$ cat src/rtl/nvm_cmd_pkg.sv
package nvm_cmd_pkg;

    localparam logic [7:0] EXEC_KEY      = 8'hA5;

    localparam logic [6:0] OP_ERASE_ROW  = 7'h02;
    localparam logic [6:0] OP_WRITE_PAGE = 7'h04;
    localparam logic [6:0] OP_ERASE_AUX  = 7'h05;
    localparam logic [6:0] OP_WRITE_AUX  = 7'h06;
    localparam logic [6:0] OP_LOCK       = 7'h40;
    localparam logic [6:0] OP_UNLOCK     = 7'h41;
    localparam logic [6:0] OP_PRM_SET    = 7'h42;
    localparam logic [6:0] OP_PRM_CLR    = 7'h43;
    localparam logic [6:0] OP_PBUF_CLR   = 7'h44;
    localparam logic [6:0] OP_SECURE     = 7'h45;
    localparam logic [6:0] OP_CACHE_INV  = 7'h46;

    typedef enum logic [1:0] {
        S_IDLE = 2'd0,
        S_PEND = 2'd1,
        S_BUSY = 2'd2
    } seq_state_t;

    typedef struct packed {
        logic legal;
        logic lock_set;
        logic lock_clr;
        logic prm_set;
        logic prm_clr;
        logic pbuf_clr;
        logic sec_set;
        logic cache_inv;
    } cmd_action_t;

endpackage

$ cat src/rtl/nvm_cmd_check.sv
module nvm_cmd_check
    import nvm_cmd_pkg::*;
#(
    parameter int AW        = 16,
    parameter int NREG      = 16,
    parameter int UROW_BASE = 'hC000,
    parameter int ROW_HW    = 64,
    localparam int RB       = (NREG > 1) ? $clog2(NREG) : 1
) (
    input  logic [6:0]      cmd,
    input  logic [AW-1:0]   addr,
    input  logic            secure,
    input  logic [NREG-1:0] lock_bits,
    output cmd_action_t     act,
    output logic [RB-1:0]   region
);

    localparam logic [AW:0] UBASE = (AW+1)'(UROW_BASE);
    localparam logic [AW:0] UEND  = (AW+1)'(UROW_BASE + ROW_HW);

    logic in_urow;
    logic reg_locked;

    always_comb begin
        region     = addr[AW-1 -: RB];
        reg_locked = lock_bits[region];
        in_urow    = ({1'b0, addr} >= UBASE) && ({1'b0, addr} < UEND);
        act        = '0;
        case (cmd)
            OP_ERASE_ROW, OP_WRITE_PAGE: act.legal = !reg_locked;
            OP_ERASE_AUX, OP_WRITE_AUX:  act.legal = !secure && in_urow;
            OP_LOCK:      begin act.legal = 1'b1; act.lock_set  = 1'b1; end
            OP_UNLOCK:    begin act.legal = 1'b1; act.lock_clr  = 1'b1; end
            OP_PRM_SET:   begin act.legal = 1'b1; act.prm_set   = 1'b1; end
            OP_PRM_CLR:   begin act.legal = 1'b1; act.prm_clr   = 1'b1; end
            OP_PBUF_CLR:  begin act.legal = 1'b1; act.pbuf_clr  = 1'b1; end
            OP_SECURE:    begin act.legal = 1'b1; act.sec_set   = 1'b1; end
            OP_CACHE_INV: begin act.legal = 1'b1; act.cache_inv = 1'b1; end
            default:      act = '0;
        endcase
    end

endmodule

$ cat src/rtl/nvm_array_stub.sv
module nvm_array_stub #(
    parameter int OP_CYCLES = 4,
    localparam int CW       = $clog2(OP_CYCLES + 1)
) (
    input  logic clk,
    input  logic rst_n,
    input  logic start,
    output logic busy,
    output logic done
);

    logic [CW-1:0] cnt_q;

    always_ff @(posedge clk or negedge rst_n) begin
        if (!rst_n)             cnt_q <= '0;
        else if (start)         cnt_q <= CW'(OP_CYCLES);
        else if (cnt_q != '0)   cnt_q <= cnt_q - CW'(1);
    end

    assign busy = (cnt_q != '0);
    assign done = (cnt_q == CW'(1));

    // An operation may only start on an idle array.
    assert_no_overlap_R3: assert property (@(posedge clk) disable iff (!rst_n)
        start |-> !busy);

endmodule

$ cat src/rtl/nvm_cmd_seq.sv
module nvm_cmd_seq
    import nvm_cmd_pkg::*;
#(
    parameter int AW        = 16,
    parameter int NREG      = 16,
    parameter int UROW_BASE = 'hC000,
    parameter int ROW_HW    = 64,
    parameter int OP_CYCLES = 4
) (
    input  logic            clk,
    input  logic            rst_n,
    input  logic            ctl_wr,
    input  logic [15:0]     ctl_wdata,
    input  logic [AW-1:0]   nvm_addr,
    input  logic            err_clr,
    input  logic            mem_busy,
    output logic [15:0]     ctl_rdata,
    output logic            ready,
    output logic            prog_err,
    output logic            secure,
    output logic            prm_on,
    output logic [NREG-1:0] lock_bits,
    output logic            arr_kick,
    output logic            pbuf_clr,
    output logic            cache_inv
);

    localparam int RB = (NREG > 1) ? $clog2(NREG) : 1;

    seq_state_t      state_q, state_d;
    logic [6:0]      cmd_q;
    logic [AW-1:0]   addr_q;
    logic [NREG-1:0] lock_q;
    logic            sec_q, prm_q, err_q;
    logic            accept, issue, bad;
    logic            key_ok;
    logic            arr_busy, arr_done;
    cmd_action_t     act;
    logic [RB-1:0]   region;
    logic            unused_wbit7;

    assign unused_wbit7 = ctl_wdata[7];
    assign key_ok       = (ctl_wdata[15:8] == EXEC_KEY);

    nvm_cmd_check #(
        .AW(AW), .NREG(NREG), .UROW_BASE(UROW_BASE), .ROW_HW(ROW_HW)
    ) u_check (
        .cmd(cmd_q), .addr(addr_q), .secure(sec_q), .lock_bits(lock_q),
        .act(act), .region(region)
    );

    nvm_array_stub #(.OP_CYCLES(OP_CYCLES)) u_array (
        .clk(clk), .rst_n(rst_n), .start(issue), .busy(arr_busy), .done(arr_done)
    );

    // State register
    always_ff @(posedge clk or negedge rst_n) begin
        if (!rst_n) state_q <= S_IDLE;
        else        state_q <= state_d;
    end

    // Next state and control outputs
    always_comb begin
        state_d = state_q;
        accept  = 1'b0;
        issue   = 1'b0;
        bad     = 1'b0;
        unique case (state_q)
            S_IDLE: begin
                if (ctl_wr) begin
                    if (key_ok) begin
                        accept  = 1'b1;
                        state_d = S_PEND;
                    end else begin
                        bad = 1'b1;
                    end
                end
            end
            S_PEND: begin
                if (ctl_wr) bad = 1'b1;
                if (!mem_busy && !arr_busy) begin
                    if (act.legal) begin
                        issue   = 1'b1;
                        state_d = S_BUSY;
                    end else begin
                        bad     = 1'b1;
                        state_d = S_IDLE;
                    end
                end
            end
            S_BUSY: begin
                if (ctl_wr) bad = 1'b1;
                if (arr_done) state_d = S_IDLE;
            end
            default: state_d = S_IDLE;
        endcase
    end

    // Command registers, status and side effects
    always_ff @(posedge clk or negedge rst_n) begin
        if (!rst_n) begin
            cmd_q     <= '0;
            addr_q    <= '0;
            lock_q    <= '0;
            sec_q     <= 1'b0;
            prm_q     <= 1'b0;
            err_q     <= 1'b0;
            arr_kick  <= 1'b0;
            pbuf_clr  <= 1'b0;
            cache_inv <= 1'b0;
        end else begin
            if (accept) begin
                cmd_q  <= ctl_wdata[6:0];
                addr_q <= nvm_addr;
            end
            err_q     <= (err_q & ~err_clr) | bad;
            arr_kick  <= issue;
            pbuf_clr  <= issue & act.pbuf_clr;
            cache_inv <= issue & act.cache_inv;
            if (issue) begin
                if (act.lock_set) lock_q[region] <= 1'b1;
                if (act.lock_clr) lock_q[region] <= 1'b0;
                if (act.prm_set)  prm_q <= 1'b1;
                if (act.prm_clr)  prm_q <= 1'b0;
                if (act.sec_set)  sec_q <= 1'b1;
            end
        end
    end

    assign ready     = (state_q != S_BUSY);
    assign ctl_rdata = {7'b0, (state_q == S_PEND), 1'b0, cmd_q};
    assign prog_err  = err_q;
    assign secure    = sec_q;
    assign prm_on    = prm_q;
    assign lock_bits = lock_q;

    assert_bad_key_err_R2: assert property (@(posedge clk) disable iff (!rst_n)
        (ctl_wr && ctl_wdata[15:8] != EXEC_KEY) |=> prog_err);

    assert_bus_priority_R5: assert property (@(posedge clk) disable iff (!rst_n)
        mem_busy |=> !arr_kick);

    assert_kick_not_ready_R4: assert property (@(posedge clk) disable iff (!rst_n)
        arr_kick |-> !ready);

    assert_pend_clears_R6: assert property (@(posedge clk) disable iff (!rst_n)
        (ctl_rdata[8] && !mem_busy) |=> !ctl_rdata[8]);

    assert_lock_on_kick_R9: assert property (@(posedge clk) disable iff (!rst_n)
        !$stable(lock_bits) |-> arr_kick);

    assert_secure_sticky_R12: assert property (@(posedge clk) disable iff (!rst_n)
        secure |=> secure);

endmodule

$ cat config.mk
export PLATFORM = sky130hd
export DESIGN_NAME = nvm_cmd_seq
export DESIGN_NICKNAME = d
export VERILOG_FILES = /design/src/rtl/nvm_cmd_pkg.sv /design/src/rtl/nvm_cmd_check.sv /design/src/rtl/nvm_array_stub.sv /design/src/rtl/nvm_cmd_seq.sv
export SDC_FILE = /design/constraint.sdc
export NUM_CORES = 1
export LEC_CHECK = 0
export BUFFER_PORTS_ARGS = -buffer_cell sky130_fd_sc_hd__buf_2
export CAP_MARGIN = 10
export CORE_ASPECT_RATIO = 0.7
export CORE_MARGIN = 1.5
export CORE_UTILIZATION = 25
export DETAILED_ROUTE_END_ITERATION = 16
export PLACE_DENSITY_LB_ADDON = 0.12
export SLEW_MARGIN = 15
export SYNTH_ARGS = -nofsm -noshare
export SYNTH_HDL_FRONTEND = slang
export SYNTH_SLANG_ARGS = --single-unit
$ cat constraint.sdc
create_clock -name clk -period 2.15 [get_ports clk]
set_input_delay 0.215 -clock clk [delete_from_list [all_inputs] [get_ports clk]]
set_output_delay 0.215 -clock clk [all_outputs]
set_load 0.05 [all_outputs]
==> key figures <==
Status
  – Status: finished, final reports clean

Clocking
  – Root Buffer: clkbuf_16
  – Worst skew pair latency: ~0.28 ns
  – CTS buffer count: 5
  – CTS Sinks: 44
  – Clock-pin slew on the worst setup and hold paths: 0.06 ns
  – CTS tree: done
  – Deepest clock path buffer count: 2
  – H-tree levels: 2

STA
  – Tcrit/Tclk final: 95.9%
  – Final Setup Violations: 0
  – Measured slew at the worst slew-check pin: roughly 0.66 ns
  – Sum Neg Setup Slack: 0 ns
  – Tmin final: 2.06 ns
  – Layout Skew: 0.00229 ns
  – Worst-case headroom to the max-slew limit: between 50% and 60%
  – Unrepaired setup endpoints after global routing: no
  – Slew Limit Fails: 0
  – Fmax: between 400 and 500 MHz
  – Hold Fails Final Rpt: 0

Routing
  – WL met2: between 2 and 2.5 mm
  – Initial DRC Count: 77
  – Vias per cell: 4.48
  – Wire per inst: 14.2 um
  – First drt pass iteration count: 4
  – Max layer used: met4
  – Vias post-DR: 1,704
  – Antenna-violating nets left: 0
  – DRC Markers: 0
  – Routed WL: 5.41 mm
  – Met3 WL: 344 um
  – Wl on met1: 2.88 mm

Synthesis
  – Gate Count Post-Synth: 193
  – Avg Cell Area, Syn: approximately 12 um2
  – Sequential element share of the synthesized area: 48.7%
  – Mapped Area: between 2000 and 2500 um2
  – Number of synthesized flops with an enable pin: 0
  – FFs w/ async S/R, synth: 100%
  – Ys flop type: dfrtp_1
  – Synth unique cells: around 50
  – Number of synthesis warnings: 0
  – Yosys reg bits: 44

Worst hold path
  – Hold WC Path Type: in -> reg
  – Hold Path Depth: 2

Setup path
  – WP data arrival: roughly 2.2 ns
  – Crit path kind: reg -> reg
  – Worst r2r path cells: 5
  – WP data required: 2.32 ns
  – Crit Path Max Fanout: 5
  – CP startpoint kind: flop
  – Setup crit end kind: flop

Power
  – Power density cells: slightly above 700 nW/um2
  – Maximum vdd ir drop: 0.295 mV
  – Leak: 0.00143 uW

Finish
  – Share of cells above drive strength 1: 43.8%
  – Synth-to-Final Area Change: 28.2%
  – Nets: around 300
  – # diodes: 0
  – Design area: approximately 2900 um2
  – Fin cells: 380

Floorplanning
  – Die X-Extent: 117 um
  – Die extent in y: 82.5 um
  – I/O pin count: 76
  – Core area: 8620 um2
  – Initial Util: 26.2%
  – Die area: roughly 9600 um2
  – Rows: 28

Placed design
  – DP HPWL: about 4.1 mm
  – Port Buffers: 60
  – Area after DPL: 2700 um2
  – GPL Wtd Cong: roughly 0.75
  – Placed cells: 370

Global routing
  – GR Overflow Total: 0
  – Initial antenna violation count: 0
  – Global-route wire length before repair: roughly 8.8 mm
  – GRT Total Usage: 12.1%
  – Vias in the first global route: 1,697
  – Largest net degree at the start of global routing: 29

Flow run
  – Maxcap violations: 0
## power breakdown
part           switching [uW]  internal, uW  total (uW)
Combinational             246           167         413
Sequential               48.4           884         932
Clock                     305           458         763
Total                     599          1510        2110
## Yosys cell counts, types with 2 or more instances
cell	instances	area share (%)
and3_1	2	0.55
mux2_2	10	5.0
mux4_2	2	2.0
nand2_1	6	1.0
nor2_1	6	1.0
ha_1	3	1.7
mux2i_1	4	1.8
nand2b_1	4	1.1
mux2_4	9	6.0
dfrtp_1	44	49
inv_1	7	1.2
clkbuf_1	7	1.2
nor3_1	4	0.89
nand3b_1	3	1.0
o41ai_1	3	1.2
buf_4	8	2.7
a31oi_1	2	0.55
nand3_1	3	0.66
buf_1	2	0.33
or4_1	2	0.66
o31ai_1	16	5.3
nor2b_1	4	1.1
o21ai_0	14	3.1
## final timing paths
| check | from | to | slack (ns) |
|---|---|---|---|
| max | addr_q[12] | prog_err | 0.09 |
| min | nvm_addr[8] | addr_q[8] | 0.16 |
| max reg2reg | addr_q[12] | prog_err | 0.09 |
| min reg2reg | addr_q[10] | addr_q[10] | 0.51 |
| max in group asynchronous | rst_n | u_array.cnt_q[1] | 1.06 |
| min in group asynchronous | rst_n | lock_bits[2] | 0.51 |
## registers in the layout (all words and copies together), names as in the netlist, named ones only
register,flops
prog_err,1
state_q,2
pbuf_clr,1
prm_on,1
cmd_q,7
secure,1
addr_q,10
arr_kick,1
lock_bits,15
u_array.cnt_q,3
cache_inv,1
## per-layer routing
metal / GRT usage (%) / vias to the layer above
met2: 16.2 / 51
li1: - / 833
met4: 3.01 / 0
met5: 0 / -
met3: 4.01 / 4
met1: 18.3 / 816
## area by class of cell
type                            instances  area, um2
Multi-Input combinational cell        129       1080
Clock buffer                            6        139
Fill cell                             922       5720
Timing Repair Buffer                   72        393
Clock inverter                          2       10.0
Inverter                                7       26.3
Tap cell                              120        150
Sequential cell                        44       1100
## placed cells by master, fill, tap and decap left out, types with 5 or more instances in the layout
master     count
o21ai_0       14
clkbuf_16      5
buf_4         11
inv_1          7
nand2_1        6
nor2_1         6
dfrtp_1       43
mux2_2        10
o31ai_1       15
mux2_4         9
conb_1         8
buf_2         60
## kinds of logic after synthesis
family / count (synthesis) / synth area share (%)
adders and majority gates: 3 / 1.66
and+or+nand+nor: 47 / 14.1
buffers and inverters: 27 / 6.26
DFF: 44 / 48.7
muxes: 25 / 14.7
AOI/OAI and AO/OA: 44 / 13.6
xor gates and xnor gates: 2 / 0.775
other: 1 / 0.166
## critical path, stage by stage, from the launching register on
cell and delay, ns:
dfrtp_2 0.45, or4_4 0.58, nor4_4 0.30, a31oi_2 0.14
and3_1 0.22, a221o_1 0.25
## per-stage QoR
| step | hold WS [ns] | setup slack [ns] | util [%] | power, uW |
|---|---|---|---|---|
| 2_1_floorplan | -0.0806 | 0.0537 | - | 1230 |
| 3_3_place_gp | 0.288 | 0.108 | 31.3 | 1350 |
| 3_5_place_dp | 0.291 | 0.101 | 31.3 | 1360 |
| 4_1_cts | 0.155 | 0.0839 | 33.1 | 2140 |
| 5_1_grt | 0.156 | 0.000310 | 33.6 | 2240 |
| 6_report | 0.162 | 0.0871 | 33.6 | 2110 |
## timing repair
item / 4_1_cts / 5_1_grt
setup endpoints to repair: 0 / 8
hold buffers: 1 / 0
gates resized for setup: 0 / 7
setup buffers: 0 / 1
endpoints found under the hold margin: 26 / 0
No activity file was read; power rests on OpenSTA's default activity.
